`src/rtl/shift_cfg_pkg.sv`:
```
package shift_cfg_pkg;
  typedef struct packed {
    logic clearWord;
    logic loadBit;
    logic commit;
    logic forceCtl;
  } loadStrobes_t;
endpackage

```
`src/rtl/shift_cfg_ctrl.sv`:
```
module shift_cfg_ctrl
  import shift_cfg_pkg::*;
#(
  parameter int ADDR_W = 16,
  parameter int DATA_W = 8,
  parameter int VAL_W = 5,
  parameter int FILTER_LOAD = 2,
  localparam int CNT_W = $clog2(VAL_W + 1),
  localparam int FILT_W = $clog2(FILTER_LOAD + 1)
) (
  input  logic              clk,
  input  logic              rstN,
  input  logic              wrStb,
  input  logic [ADDR_W-1:0] wrAddr,
  input  logic [DATA_W-1:0] wrData,
  output loadStrobes_t      strobes,
  output logic [CNT_W-1:0]  bitPos
);
  logic [CNT_W-1:0]  bitCnt;
  logic [FILT_W-1:0] filterCnt;
  logic inRange, isReset, accept, lastBit;

  assign inRange = wrStb && wrAddr[ADDR_W-1];
  assign isReset = inRange && wrData[DATA_W-1];
  assign accept  = inRange && !wrData[DATA_W-1] && (filterCnt == '0);
  assign lastBit = accept && (bitCnt == CNT_W'(VAL_W - 1));

  always_comb begin
    strobes.forceCtl  = isReset;
    strobes.loadBit   = accept && !lastBit;
    strobes.commit    = lastBit;
    strobes.clearWord = isReset || lastBit;
  end
  assign bitPos = bitCnt;

  always_ff @(posedge clk) begin
    if (!rstN) begin
      bitCnt    <= '0;
      filterCnt <= '0;
    end else begin
      if (isReset || lastBit) bitCnt <= '0;
      else if (accept)        bitCnt <= bitCnt + 1'b1;
      if (inRange)                filterCnt <= FILT_W'(FILTER_LOAD);
      else if (filterCnt != '0)   filterCnt <= filterCnt - 1'b1;
    end
  end

  assert_count_range_R2: assert property (@(posedge clk) disable iff (!rstN)
    bitCnt < CNT_W'(VAL_W));
  assert_filter_reload_R4: assert property (@(posedge clk) disable iff (!rstN)
    inRange |=> filterCnt == FILT_W'(FILTER_LOAD));
  assert_filter_block_R4: assert property (@(posedge clk) disable iff (!rstN)
    (filterCnt != '0) |-> !(strobes.loadBit || strobes.commit));
  assert_idle_count_R5: assert property (@(posedge clk) disable iff (!rstN)
    !inRange |=> $stable(bitCnt));
endmodule

```
`src/rtl/shift_cfg_datapath.sv`:
```
module shift_cfg_datapath
  import shift_cfg_pkg::*;
#(
  parameter int VAL_W = 5,
  parameter int NUM_REGS = 4,
  parameter logic [VAL_W-1:0] CTRL_INIT = 5'h0C,
  parameter logic [VAL_W-1:0] CTRL_FORCE = 5'h0C,
  localparam int CNT_W = $clog2(VAL_W + 1),
  localparam int SEL_W = $clog2(NUM_REGS)
) (
  input  logic                      clk,
  input  logic                      rstN,
  input  loadStrobes_t              strobes,
  input  logic [CNT_W-1:0]          bitPos,
  input  logic                      dataBit,
  input  logic [SEL_W-1:0]          selIdx,
  output logic [NUM_REGS*VAL_W-1:0] cfgFlat
);
  logic [VAL_W-1:0] shiftReg;
  logic [VAL_W-1:0] commitVal;

  assign commitVal = {dataBit, shiftReg[VAL_W-2:0]};

  always_ff @(posedge clk) begin
    if (!rstN)                  shiftReg <= '0;
    else if (strobes.clearWord) shiftReg <= '0;
    else if (strobes.loadBit)   shiftReg[bitPos] <= dataBit;
  end

  for (genvar i = 0; i < NUM_REGS; i++) begin : g_cfg
    logic [VAL_W-1:0] regQ;
    logic hit;
    assign hit = strobes.commit && (selIdx == SEL_W'(i));
    always_ff @(posedge clk) begin
      if (!rstN)                         regQ <= (i == 0) ? CTRL_INIT : '0;
      else if (hit)                      regQ <= commitVal;
      else if (i == 0 && strobes.forceCtl) regQ <= regQ | CTRL_FORCE;
    end
    assign cfgFlat[i*VAL_W +: VAL_W] = regQ;
  end

  assert_force_ctl_R1: assert property (@(posedge clk) disable iff (!rstN)
    strobes.forceCtl |=> (cfgFlat[VAL_W-1:0] & CTRL_FORCE) == CTRL_FORCE);
  assert_commit_clear_R3: assert property (@(posedge clk) disable iff (!rstN)
    strobes.commit |=> shiftReg == '0);
  assert_hold_regs_R5: assert property (@(posedge clk) disable iff (!rstN)
    !(strobes.commit || strobes.forceCtl) |=> $stable(cfgFlat));
endmodule

```
`src/rtl/shift_cfg_loader.sv`:
```
module shift_cfg_loader
  import shift_cfg_pkg::*;
#(
  parameter int ADDR_W = 16,
  parameter int DATA_W = 8,
  parameter int VAL_W = 5,
  parameter int FILTER_LOAD = 2,
  localparam int NUM_REGS = 4,
  localparam int CNT_W = $clog2(VAL_W + 1),
  localparam int SEL_W = $clog2(NUM_REGS)
) (
  input  logic              clk,
  input  logic              rstN,
  input  logic              wrStb,
  input  logic [ADDR_W-1:0] wrAddr,
  input  logic [DATA_W-1:0] wrData,
  output logic [VAL_W-1:0]  ctrlReg,
  output logic [VAL_W-1:0]  chrLoReg,
  output logic [VAL_W-1:0]  chrHiReg,
  output logic [VAL_W-1:0]  prgReg,
  output logic [1:0]        mirror,
  output logic              prg16Mode,
  output logic              prgLowSwitch,
  output logic              chr4kMode,
  output logic [VAL_W-2:0]  chr8kBank
);
  loadStrobes_t strobes;
  logic [CNT_W-1:0] bitPos;
  logic [NUM_REGS*VAL_W-1:0] cfgFlat;

  shift_cfg_ctrl #(.ADDR_W(ADDR_W), .DATA_W(DATA_W), .VAL_W(VAL_W),
                   .FILTER_LOAD(FILTER_LOAD)) i_ctrl (
    .clk(clk), .rstN(rstN), .wrStb(wrStb), .wrAddr(wrAddr), .wrData(wrData),
    .strobes(strobes), .bitPos(bitPos));

  shift_cfg_datapath #(.VAL_W(VAL_W), .NUM_REGS(NUM_REGS)) i_datapath (
    .clk(clk), .rstN(rstN), .strobes(strobes), .bitPos(bitPos),
    .dataBit(wrData[0]), .selIdx(wrAddr[ADDR_W-2 -: SEL_W]), .cfgFlat(cfgFlat));

  assign ctrlReg  = cfgFlat[0*VAL_W +: VAL_W];
  assign chrLoReg = cfgFlat[1*VAL_W +: VAL_W];
  assign chrHiReg = cfgFlat[2*VAL_W +: VAL_W];
  assign prgReg   = cfgFlat[3*VAL_W +: VAL_W];

  assign mirror       = ctrlReg[1:0] ^ 2'b11;
  assign prg16Mode    = ctrlReg[3];
  assign prgLowSwitch = ctrlReg[2];
  assign chr4kMode    = ctrlReg[4];
  assign chr8kBank    = chrLoReg[VAL_W-1:1];
endmodule

```
`config.mk`:
```
export PLATFORM = sky130hd
export DESIGN_NAME = shift_cfg_loader
export DESIGN_NICKNAME = d
export VERILOG_FILES = /design/src/rtl/shift_cfg_pkg.sv /design/src/rtl/shift_cfg_ctrl.sv /design/src/rtl/shift_cfg_datapath.sv /design/src/rtl/shift_cfg_loader.sv
export SDC_FILE = /design/constraint.sdc
export NUM_CORES = 1
export LEC_CHECK = 0
export ABC_AREA = 1
export BUFFER_PORTS_ARGS = -buffer_cell sky130_fd_sc_hd__buf_4
export CAP_MARGIN = 5
export CORE_MARGIN = 8
export CORE_UTILIZATION = 42
export CTS_BUF_LIST = sky130_fd_sc_hd__clkbuf_4 sky130_fd_sc_hd__clkbuf_8 sky130_fd_sc_hd__clkbuf_16
export CTS_CLUSTER_SIZE = 20
export DETAILED_ROUTE_END_ITERATION = 12
export GPL_ROUTABILITY_DRIVEN = 0
export PLACE_DENSITY = 0.77
export SYNTH_ARGS = -nofsm -noshare
export SYNTH_HDL_FRONTEND = slang
export SYNTH_SLANG_ARGS = --single-unit
```
`constraint.sdc`:
```
create_clock -name clk -period 1.25 [get_ports clk]
set_input_delay 0.1875 -clock clk [delete_from_list [all_inputs] [get_ports clk]]
set_output_delay 0.1875 -clock clk [all_outputs]
set_load 0.05 [all_outputs]
```
==> results of run 1 <==
-- state kept, by name, indices dropped and copies added, names as in the netlist --
signal and count:
i_datapath.g_cfg.regQ 20, i_ctrl.bitPos 3, i_datapath.shiftReg 4, i_ctrl.filterCnt 2
-- path summary, 6_finish.rpt --
| path | from | cells past startpoint | to | slack (ns) |
|---|---|---|---|---|
| worst max-delay path | i_ctrl.bitPos[0] | 7 | i_datapath.g_cfg[2].regQ[4] | 0.04 |
| worst min-delay path | rstN | 2 | i_datapath.g_cfg[0].regQ[3] | 0.08 |
| worst max register to register | i_ctrl.bitPos[0] | 7 | i_datapath.g_cfg[2].regQ[4] | 0.04 |
| worst min register to register | i_ctrl.filterCnt[0] | 1 | i_ctrl.filterCnt[0] | 0.46 |
-- synth_stat cells, drive strengths merged --
master,n
a21oi,9
buf,10
clkbuf,1
dfxtp,29
ha,2
inv,32
nand2,57
nand3,12
nand4,7
nor2,42
nor4,1
xor2,1
-- metrics by stage --
stage | cell area [um2] | instances | util [%]
final | 1866 | 294 | 60.61
after global routing | 1866 | 294 | 60.61
after CTS | 1807 | 291 | 58.70
after floorplan | 1393 | 203 | -
after global placement | 1718 | 283 | 55.81
after detailed placement | 1718 | 283 | 55.81
-- metal layers --
| layer | track usage, % | part of all wire (%) | wire [um] |
|---|---|---|---|
| met3 | 5.357 | 6.8 | 216 |
| met1 | 14.22 | 45 | 1430 |
| met4 | 4.667 | 1.3 | 42 |
| met5 | 0 | 0 | 0 |
| met2 | 18.47 | 47 | 1499 |
-- layout make-up --
type                       instances  area (um2)  area share, %
clock buffer                       7       58.81          3.152
clock inverter                     1       30.03          1.610
inverter                          32       132.6          7.109
multi-input combinational        131       620.6          33.27
sequential                        29       588.1          31.52
tap                               44       55.05          2.951
timing repair buffer              50       380.4          20.39
-- worst register-to-register path, stage by stage, from the launching register on --
cell and delay (ns):
dfxtp_2 0.33, inv_2 0.07, ha_4 0.14, nand2_4 0.06
inv_6 0.08, nand4_1 0.23, nand2_1 0.14, a21oi_1 0.07
-- power breakdown --
| group | internal [mW] | total, mW | switching (mW) |
|---|---|---|---|
| clock | 0.499 | 0.827 | 0.328 |
| sequential | 0.930 | 0.937 | 0.00693 |
| combinational | 0.0518 | 0.122 | 0.0702 |
-- placed cells by master (no fill, tap or decap) --
master      instances
a21oi_1             9
buf_2               1
buf_4              47
buf_6               2
bufinv_16           1
clkbuf_4            6
clkbuf_8            1
clkinvlp_4          2
dfxtp_1            23
dfxtp_2             6
ha_1                1
ha_4                1
inv_1              25
inv_2               4
inv_6               1
nand2_1            55
nand2_2             1
nand2_4             1
nand3_1             9
nand3_2             2
nand3_4             1
nand4_1             7
nor2_1             40
nor2_4              2
nor4_1              1
xor2_1              1
-- logic make-up after synthesis --
| kind of cell | count (synthesis) |
|---|---|
| AND/OR/NAND/NOR | 119 |
| AO/OA/AOI/OAI | 9 |
| XOR/XNOR | 1 |
| buffers and inverters | 43 |
| adder cells (fa/ha/maj) | 2 |
| flip-flops | 29 |
-- what timing repair did --
action                                  CTS  global route
gates resized for setup                   0            13
endpoints found under the setup margin    0            27
hold buffers                              0             0
buffers inserted                          0             2
==> flow_metrics.tcl, run 1 <==
set metrics [dict create \
    maxSlewViolCount 0 \
    ctsLongestPathBuffers 2 \
    endpoint_kind "flop" \
    cp_top_family "simple AND/OR/NAND/NOR gates" \
    critPathMaxStageDelay_ns 0.33 \
    final.setup.tns_ns 0 \
    setup_ws_ns 0.04299 \
    cts_root_buf "clkbuf_4" \
    grt_setup_unrepaired "yes" \
    drive_above_1_share_pct 31.60 \
    power.leakage_nw 1.004 \
    path_class "flop to flop" \
    antennaDiodeCount 0 \
    synth_fa_ha_area_share_pct 1.828 \
    num-nets-final 278 \
    yosys_warnings 0 \
    routedWlPerCell_um 10.84 \
    path_cells "inv_2 > ha_4 > nand2_4 > inv_6 > nand4_1 > nand2_1 > a21oi_1" \
    drt_iter0_markers 147 \
    synth_compound_area_share_pct 3.291 \
    synth-seq-cells 29 \
    yosys.area.top_type "dfxtp_1" \
    finalPower_mw 1.886 \
    path_max_fanout 6 \
    hp-class "input pin to flop" \
    die_w_um 73.09 \
    viasPerCell 4.391 \
    hpwl_um 2374 \
    clk_latency_ns 0.33 \
    ir_drop_uv 537.5 \
    htree_levels 2 \
    synthMuxAreaShare_pct 0 \
    start_util_pct 44.47 \
    postRouteAntennaNets 0 \
    cap_violations 0 \
    synth_top_family_by_area "simple AND/OR/NAND/NOR gates" \
    yosys.area_share.simple_pct 37.02 \
    coreArea_mm2 0.003078 \
    grt_overflow 0 \
    ys_types 16 \
    slew_headroom_pct 83.16 \
    die_area_mm2 0.005342 \
    path_buf_inv 2 \
    dp_slack_ns 0.009296 \
    max_freq_ghz 0.8285 \
    first_pass_iters 4 \
    fillCellCount 302 \
    hold_ws_ns 0.07504 \
    cts_tree "built" \
    avgSynthCellArea_um2 6.743 \
    setup_viol 0 \
    synth_area_mm2 0.001369 \
    synth_area_leaders "dfxtp_1, nand2_1, nor2_1, inv_1, buf_4" \
    track_usage_pct 12.03 \
    powerDensity_mw_per_mm2 1011 \
    worst-slew-pin-transition_ns 0.2519 \
    row_count 20 \
    fin_crit_sh_pct 96.56 \
    final.min_clock_period_ns 1.207 \
    status "completed" \
    grt_max_degree 13 \
    grt_pass1_vias 1134 \
    syn_nets 232 \
    cp-start-kind "flop" \
    cp_data_required_time_ns 1.48 \
    syn_to_final_growth_pct 36.29 \
    cp_slowest_cell "dfxtp_2" \
    critical_path_arrival_ns 1.43 \
    yosys.area.top_type_share_pct 42.41 \
    via_count 1291 \
    clock_sinks 29 \
    io_buffers 36 \
    final_hold_viol_count 0 \
    drt_wl_total_um 3188 \
    dieHeight_um 73.09 \
    drc 0 \
    cts_buffers 5 \
    antenna_found_initial 0 \
    finClkSkew_ns 0.01109 \
    synth_xor_area_share_pct 0.6399 \
    grt_pass1_wl_um 5154 \
    cts.clk_slew.worst_paths_ns 0.09 \
    ios 56 \
    synthCells 203 \
    seq_area_frac_synth_pct 42.41 \
]
(Power assumes the default switching activity.)
==> inputs of run 2 (changes only) <==
--- a/config.mk
+++ b/config.mk
@@ -6,7 +6,7 @@
 export NUM_CORES = 1
 export LEC_CHECK = 0
 export ABC_AREA = 1
-export BUFFER_PORTS_ARGS = -buffer_cell sky130_fd_sc_hd__buf_4
+export BUFFER_PORTS_ARGS = -buffer_cell sky130_fd_sc_hd__buf_2
 export CAP_MARGIN = 5
 export CORE_MARGIN = 8
 export CORE_UTILIZATION = 42
@@ -15,6 +15,7 @@
 export DETAILED_ROUTE_END_ITERATION = 12
 export GPL_ROUTABILITY_DRIVEN = 0
 export PLACE_DENSITY = 0.77
+export SETUP_SLACK_MARGIN = 0.4
 export SYNTH_ARGS = -nofsm -noshare
 export SYNTH_HDL_FRONTEND = slang
 export SYNTH_SLANG_ARGS = --single-unit
==> constraint.sdc (replaced) <==
create_clock -name clk -period 1.1 [get_ports clk]
set_input_delay 0.165 -clock clk [delete_from_list [all_inputs] [get_ports clk]]
set_output_delay 0.165 -clock clk [all_outputs]
set_load 0.05 [all_outputs]
==> flow_metrics.tcl, run 2 (synthesis results as in run 1) <==
set metrics [dict create \
    die_w_um 73.09 \
    cts_root_buf "clkbuf_4" \
    clk_latency_ns 0.33 \
    final.min_clock_period_ns 1.253 \
    coreArea_mm2 0.003078 \
    r2r_setup_slack_ns -0.15 \
    setup_viol 29 \
    drive_above_1_share_pct 49.81 \
    track_usage_pct 15.45 \
    critPathCapture "i_datapath.g_cfg[1].regQ[3]" \
    r2r-end "i_datapath.g_cfg[1].regQ[3]" \
    grt_setup_unrepaired "yes" \
    largest_reg_flops 20 \
    antenna_found_initial 0 \
    start_util_pct 44.47 \
    grt_pass1_wl_um 6465 \
    hpwl_um 2382 \
    grt_max_degree 14 \
    maxSlewViolCount 0 \
    row_count 20 \
    hp-start "rstN" \
    cp-start-kind "flop" \
    antennaDiodeCount 0 \
    ir_drop_uv 582.0 \
    postRouteAntennaNets 0 \
    first_pass_iters 4 \
    final_common_cell "nand2_1" \
    htree_levels 2 \
    drt_iter0_markers 75 \
    critical_path_arrival_ns 1.51 \
    cp-startpoint "i_ctrl.bitPos[0]" \
    design_area_mm2 0.002273 \
    drc 0 \
    die_area_mm2 0.005342 \
    power.leakage_nw 1.113 \
    slew_headroom_pct 82.05 \
    cts.clk_slew.worst_paths_ns 0.10 \
    grt_overflow 0 \
    post_dp_cell_area_mm2 0.001720 \
    dp_slack_ns -0.1145 \
    routedWlPerCell_um 13.39 \
    hp-class "input pin to flop" \
    io_buffers 36 \
    grt_pass1_vias 1535 \
    status "complete, but fails checks" \
    reg2regPathDepth 8 \
    final_cell_mix "nand2_1, nor2_1, buf_8" \
    drt_wl_total_um 4084 \
    cp_data_required_time_ns 1.36 \
    powerDensity_mw_per_mm2 850.5 \
    via_count 1461 \
    seqCellArea_um2 633.1 \
    cts_buffers 5 \
    dieHeight_um 73.09 \
    violations "negative setup slack" \
    fin_crit_sh_pct 113.9 \
    ios 56 \
    syn_to_final_growth_pct 66.09 \
    viasPerCell 4.790 \
    cap_violations 0 \
    top_register "i_datapath.g_cfg.regQ" \
    final_util_pct 73.86 \
    clock_sinks 29 \
    cts_tree "built" \
    max_freq_ghz 0.7979 \
    setup_ws_ns -0.1533 \
    hold_buffers 0 \
    multi_input_area_um2 706.9 \
    finClkSkew_ns 0.01410 \
    worst-slew-pin-transition_ns 0.2683 \
    num-nets-final 289 \
    final.setup.tns_ns -2.314 \
    endpoint_kind "flop" \
    path_class "flop to flop" \
    r2r-start "i_ctrl.bitPos[0]" \
    ctsLongestPathBuffers 2 \
    fillCellCount 221 \
    final_hold_viol_count 0 \
    path_max_fanout 10 \
]
run 2: layout make-up:
cell class / count / area share [%]
Timing Repair Buffer: 61 / 29.77
Tap cell: 44 / 2.422
Clock buffer: 8 / 2.917
Multi-Input combinational cell: 131 / 31.10
Sequential cell: 29 / 27.85
Inverter: 32 / 5.944
run 2: through the flow:
step                instances  hold WS, ns  total power [mW]
finish                    305      0.05026             1.934
floorplan                 203       0.3379             1.140
detailed placement        288       0.3914             1.196
global placement          288       0.3901             1.193
CTS                       303      0.04528             1.922
global route              305      0.04965             1.994
run 2: how the worst min path moves through the flow:
stage | cells past startpoint | end
after global routing | 2 | i_datapath.g_cfg[0].regQ[2]
after CTS | 2 | i_datapath.g_cfg[0].regQ[2]
after detailed placement | 2 | i_datapath.g_cfg[0].regQ[3]
after global placement | 2 | i_datapath.g_cfg[0].regQ[2]
final | 2 | i_datapath.g_cfg[0].regQ[2]
after floorplan | 2 | i_ctrl.filterCnt[1]
run 2: critical path: stages (launching register included):
cell     delay (ns)
dfxtp_2        0.33
inv_2          0.08
ha_4           0.14
nand2_4        0.06
inv_8          0.08
nand3_2        0.18
nand2_1        0.15
nand2_1        0.07
nor2_1         0.10
run 2: what timing repair did:
action	4_1_cts	5_1_grt
buffers inserted	7	2
setup endpoints to repair	58	58
resized for setup	109	14
gates cloned	0	0
pin swaps	13	11
run 2: where the power goes:
part / leakage (nW) / internal [mW] / total (mW) / switching (mW)
combinational: 0.826 / 0.0632 / 0.159 / 0.0959
clock: 0.0394 / 0.364 / 0.732 / 0.368
sequential: 0.247 / 1.03 / 1.04 / 0.00832
run 2: metal layers:
metal  vias to the layer above  wire (um)  part of all wire (%)  track usage [%]
li1                        726          -                     -                -
met1                       676       1543                    38            14.46
met2                        50       2221                    54            30.39
met5                         -          0                     0                0
met3                         9        232                   5.7            3.159
met4                         0         87                   2.1            7.778
==> inputs of run 3 (changes only) <==
--- a/config.mk
+++ b/config.mk
@@ -18,4 +18,5 @@
 export SETUP_SLACK_MARGIN = 0.4
 export SYNTH_ARGS = -nofsm -noshare
 export SYNTH_HDL_FRONTEND = slang
+export SYNTH_HIERARCHICAL = 1
 export SYNTH_SLANG_ARGS = --single-unit
==> flow_metrics.tcl, run 3 <==
set metrics [dict create \
    status "complete, but fails checks" \
    violations "negative setup slack" \
    synth_area_leaders "dfxtp_1, nand2_1, nor2_1, inv_1, buf_4" \
    ctsLongestPathBuffers 2 \
    internal_power_mw 1.366 \
    synth-main-ff-cell "dfxtp_1" \
    grt_setup_unrepaired "yes" \
    post_dp_cell_area_mm2 0.001694 \
    coreArea_mm2 0.003078 \
    synth_edf_count 0 \
    largest_reg_flops 20 \
    num-nets-final 279 \
    setup_ws_ns -0.2794 \
    hold_ws_ns 0.1174 \
    finalPower_mw 1.856 \
    fin_cells 295 \
    setup_viol 29 \
    cts.clk_slew.worst_paths_ns 0.09 \
    seqCellArea_um2 633.1 \
    yosys.area.top_type_share_pct 42.49 \
    dieHeight_um 73.04 \
    die_area_mm2 0.005334 \
    ios 56 \
    clock_sinks 29 \
    synth_area_mm2 0.001366 \
    yosysMostFrequentCell "nand2_1" \
    antennaDiodeCount 0 \
    grt_overflow 0 \
    final_hold_viol_count 0 \
    cp-start-kind "flop" \
    hold_buffers 0 \
    grt_max_degree 16 \
    antenna_found_initial 0 \
    track_usage_pct 14.60 \
    yosys_warnings 6 \
    max_freq_ghz 0.7249 \
    switchingPower_mw 0.4895 \
    r2r_setup_slack_ns -0.28 \
    final.min_clock_period_ns 1.379 \
    via_count 1455 \
    slew_headroom_pct 78.94 \
    pwr-share-seq_pct 56.2 \
    io_buffers 36 \
    synthCells 195 \
    htree_levels 2 \
    cap_violations 0 \
    top_register "i_datapath/g_cfg.regQ" \
    ys_types 18 \
    drt_wl_total_um 4034 \
    finClkSkew_ns 0.01329 \
    hp-class "input pin to flop" \
    hold-path-cell-count 3 \
    comb_power_share_pct 9.1 \
    path_max_fanout 4 \
    cts_root_buf "clkbuf_4" \
    drc 0 \
    hpwl_um 2349 \
    p_clk_share_pct 34.7 \
    post_synth_most_frequent_cells "nand2_1, nor2_1, dfxtp_1" \
    async_reset_ff_share_pct 0 \
    first_pass_iters 4 \
    ir_drop_uv 785.1 \
    seq_area_frac_synth_pct 42.49 \
    path_class "flop to flop" \
    syn_to_final_growth_pct 63.10 \
    drive_above_1_share_pct 49.40 \
    final_cell_mix "nand2_1, nor2_1, buf_8" \
    r2r-end "i_datapath/g_cfg[1].regQ[2]" \
    critical_path_arrival_ns 1.63 \
    drt_iter0_markers 121 \
    cts_tree "built" \
    avgSynthCellArea_um2 7.007 \
    worst-slew-pin-transition_ns 0.3159 \
    syn_nets 224 \
    postRouteAntennaNets 0 \
    die_w_um 73.04 \
    grt_pass1_wl_um 6030 \
    yosys.area.top_type "dfxtp_1" \
    switching_share_pct 26.38 \
    fillCellCount 230 \
    synth-seq-cells 29 \
    start_util_pct 44.39 \
    routedWlPerCell_um 13.67 \
    r2r-start "i_ctrl/bitPos[0]" \
    power.leakage_nw 1.038 \
    cp_data_required_time_ns 1.35 \
    grt_pass1_vias 1338 \
    viasPerCell 4.932 \
    design_area_mm2 0.002228 \
    powerDensity_mw_per_mm2 832.9 \
    placed_cells 275 \
    final_common_cell "nand2_1" \
    holdPathEnd "i_ctrl/bitPos[0]" \
    fin_crit_sh_pct 125.4 \
    row_count 20 \
    endpoint_kind "flop" \
    maxSlewViolCount 0 \
    reg2regPathDepth 9 \
    cp-startpoint "i_ctrl/bitPos[0]" \
    final.setup.tns_ns -5.244 \
    clk_latency_ns 0.33 \
    cts_buffers 5 \
    hp-start "rstN" \
    multi_input_area_um2 694.4 \
]
-- run 3: per-layer routing --
| metal | track usage [%] | vias up | share of wire, % |
|---|---|---|---|
| met5 | 0 | - | 0 |
| met2 | 26.22 | 48 | 53 |
| met3 | 4.533 | 8 | 7.2 |
| li1 | - | 717 | - |
| met1 | 14.95 | 682 | 38 |
| met4 | 6.889 | 0 | 1.8 |
-- run 3: through the flow --
stage               setup WS [ns]  util [%]
floorplan                 -0.1987         -
global placement          -0.2479     55.04
detailed placement        -0.2900     55.04
CTS                       -0.2318     70.12
global route              -0.3551     72.40
finish                    -0.2794     72.40
-- run 3: final cells by class --
type / count / area share (%)
Timing Repair Buffer: 61 / 30.04
Sequential cell: 29 / 28.41
Multi-Input combinational cell: 125 / 31.16
Inverter: 27 / 5.109
Timing Repair inverter: 1 / 0.3369
Clock inverter: 2 / 0.4492
Clock buffer: 6 / 2.021
Tap cell: 44 / 2.471
-- run 3: critical path, stage by stage (launching register included) --
cell	delay, ns
dfxtp_2	0.33
inv_2	0.07
ha_4	0.12
nand2_2	0.05
inv_2	0.08
nand3_4	0.11
clkinvlp_4	0.17
buf_6	0.12
nand4_1	0.10
a21oi_1	0.16
-- run 3: cell families after synthesis --
| group | count (synthesis) | share of synthesized area, % |
|---|---|---|
| flip-flops | 29 | 42.49 |
| AND/OR/NAND/NOR | 106 | 34.80 |
| adder cells (fa/ha/maj) | 2 | 1.831 |
| buffers and inverters | 41 | 14.65 |
| AO/OA/AOI/OAI | 17 | 6.227 |
-- run 3: power by group through the flow --
stage	clock network [mW]	logic, mW	registers [mW]
floorplan	0	0.0793	1.07
global placement	0	0.131	1.07
detailed placement	0	0.133	1.07
CTS	0.661	0.154	1.04
global route	0.726	0.183	1.04
finish	0.645	0.168	1.04
-- run 3: repair_timing --
item / in CTS / in global routing
gates cloned: 1 / 0
pin swaps: 15 / 4
setup endpoints to repair: 58 / 58
gates resized for setup: 104 / 11
hold endpoints to repair: 0 / 0
buffers inserted: 6 / 5
-- run 3: worst max-delay path by stage --
stage	end	slack (ns)
5_1_grt	i_datapath/g_cfg[1].regQ[2]	-0.36
3_5_place_dp	i_datapath/g_cfg[3].regQ[0]	-0.29
2_1_floorplan	i_datapath/g_cfg[0].regQ[2]	-0.20
4_1_cts	i_datapath/g_cfg[3].regQ[3]	-0.23
6_report	i_datapath/g_cfg[1].regQ[2]	-0.28
3_3_place_gp	i_datapath/g_cfg[0].regQ[3]	-0.25
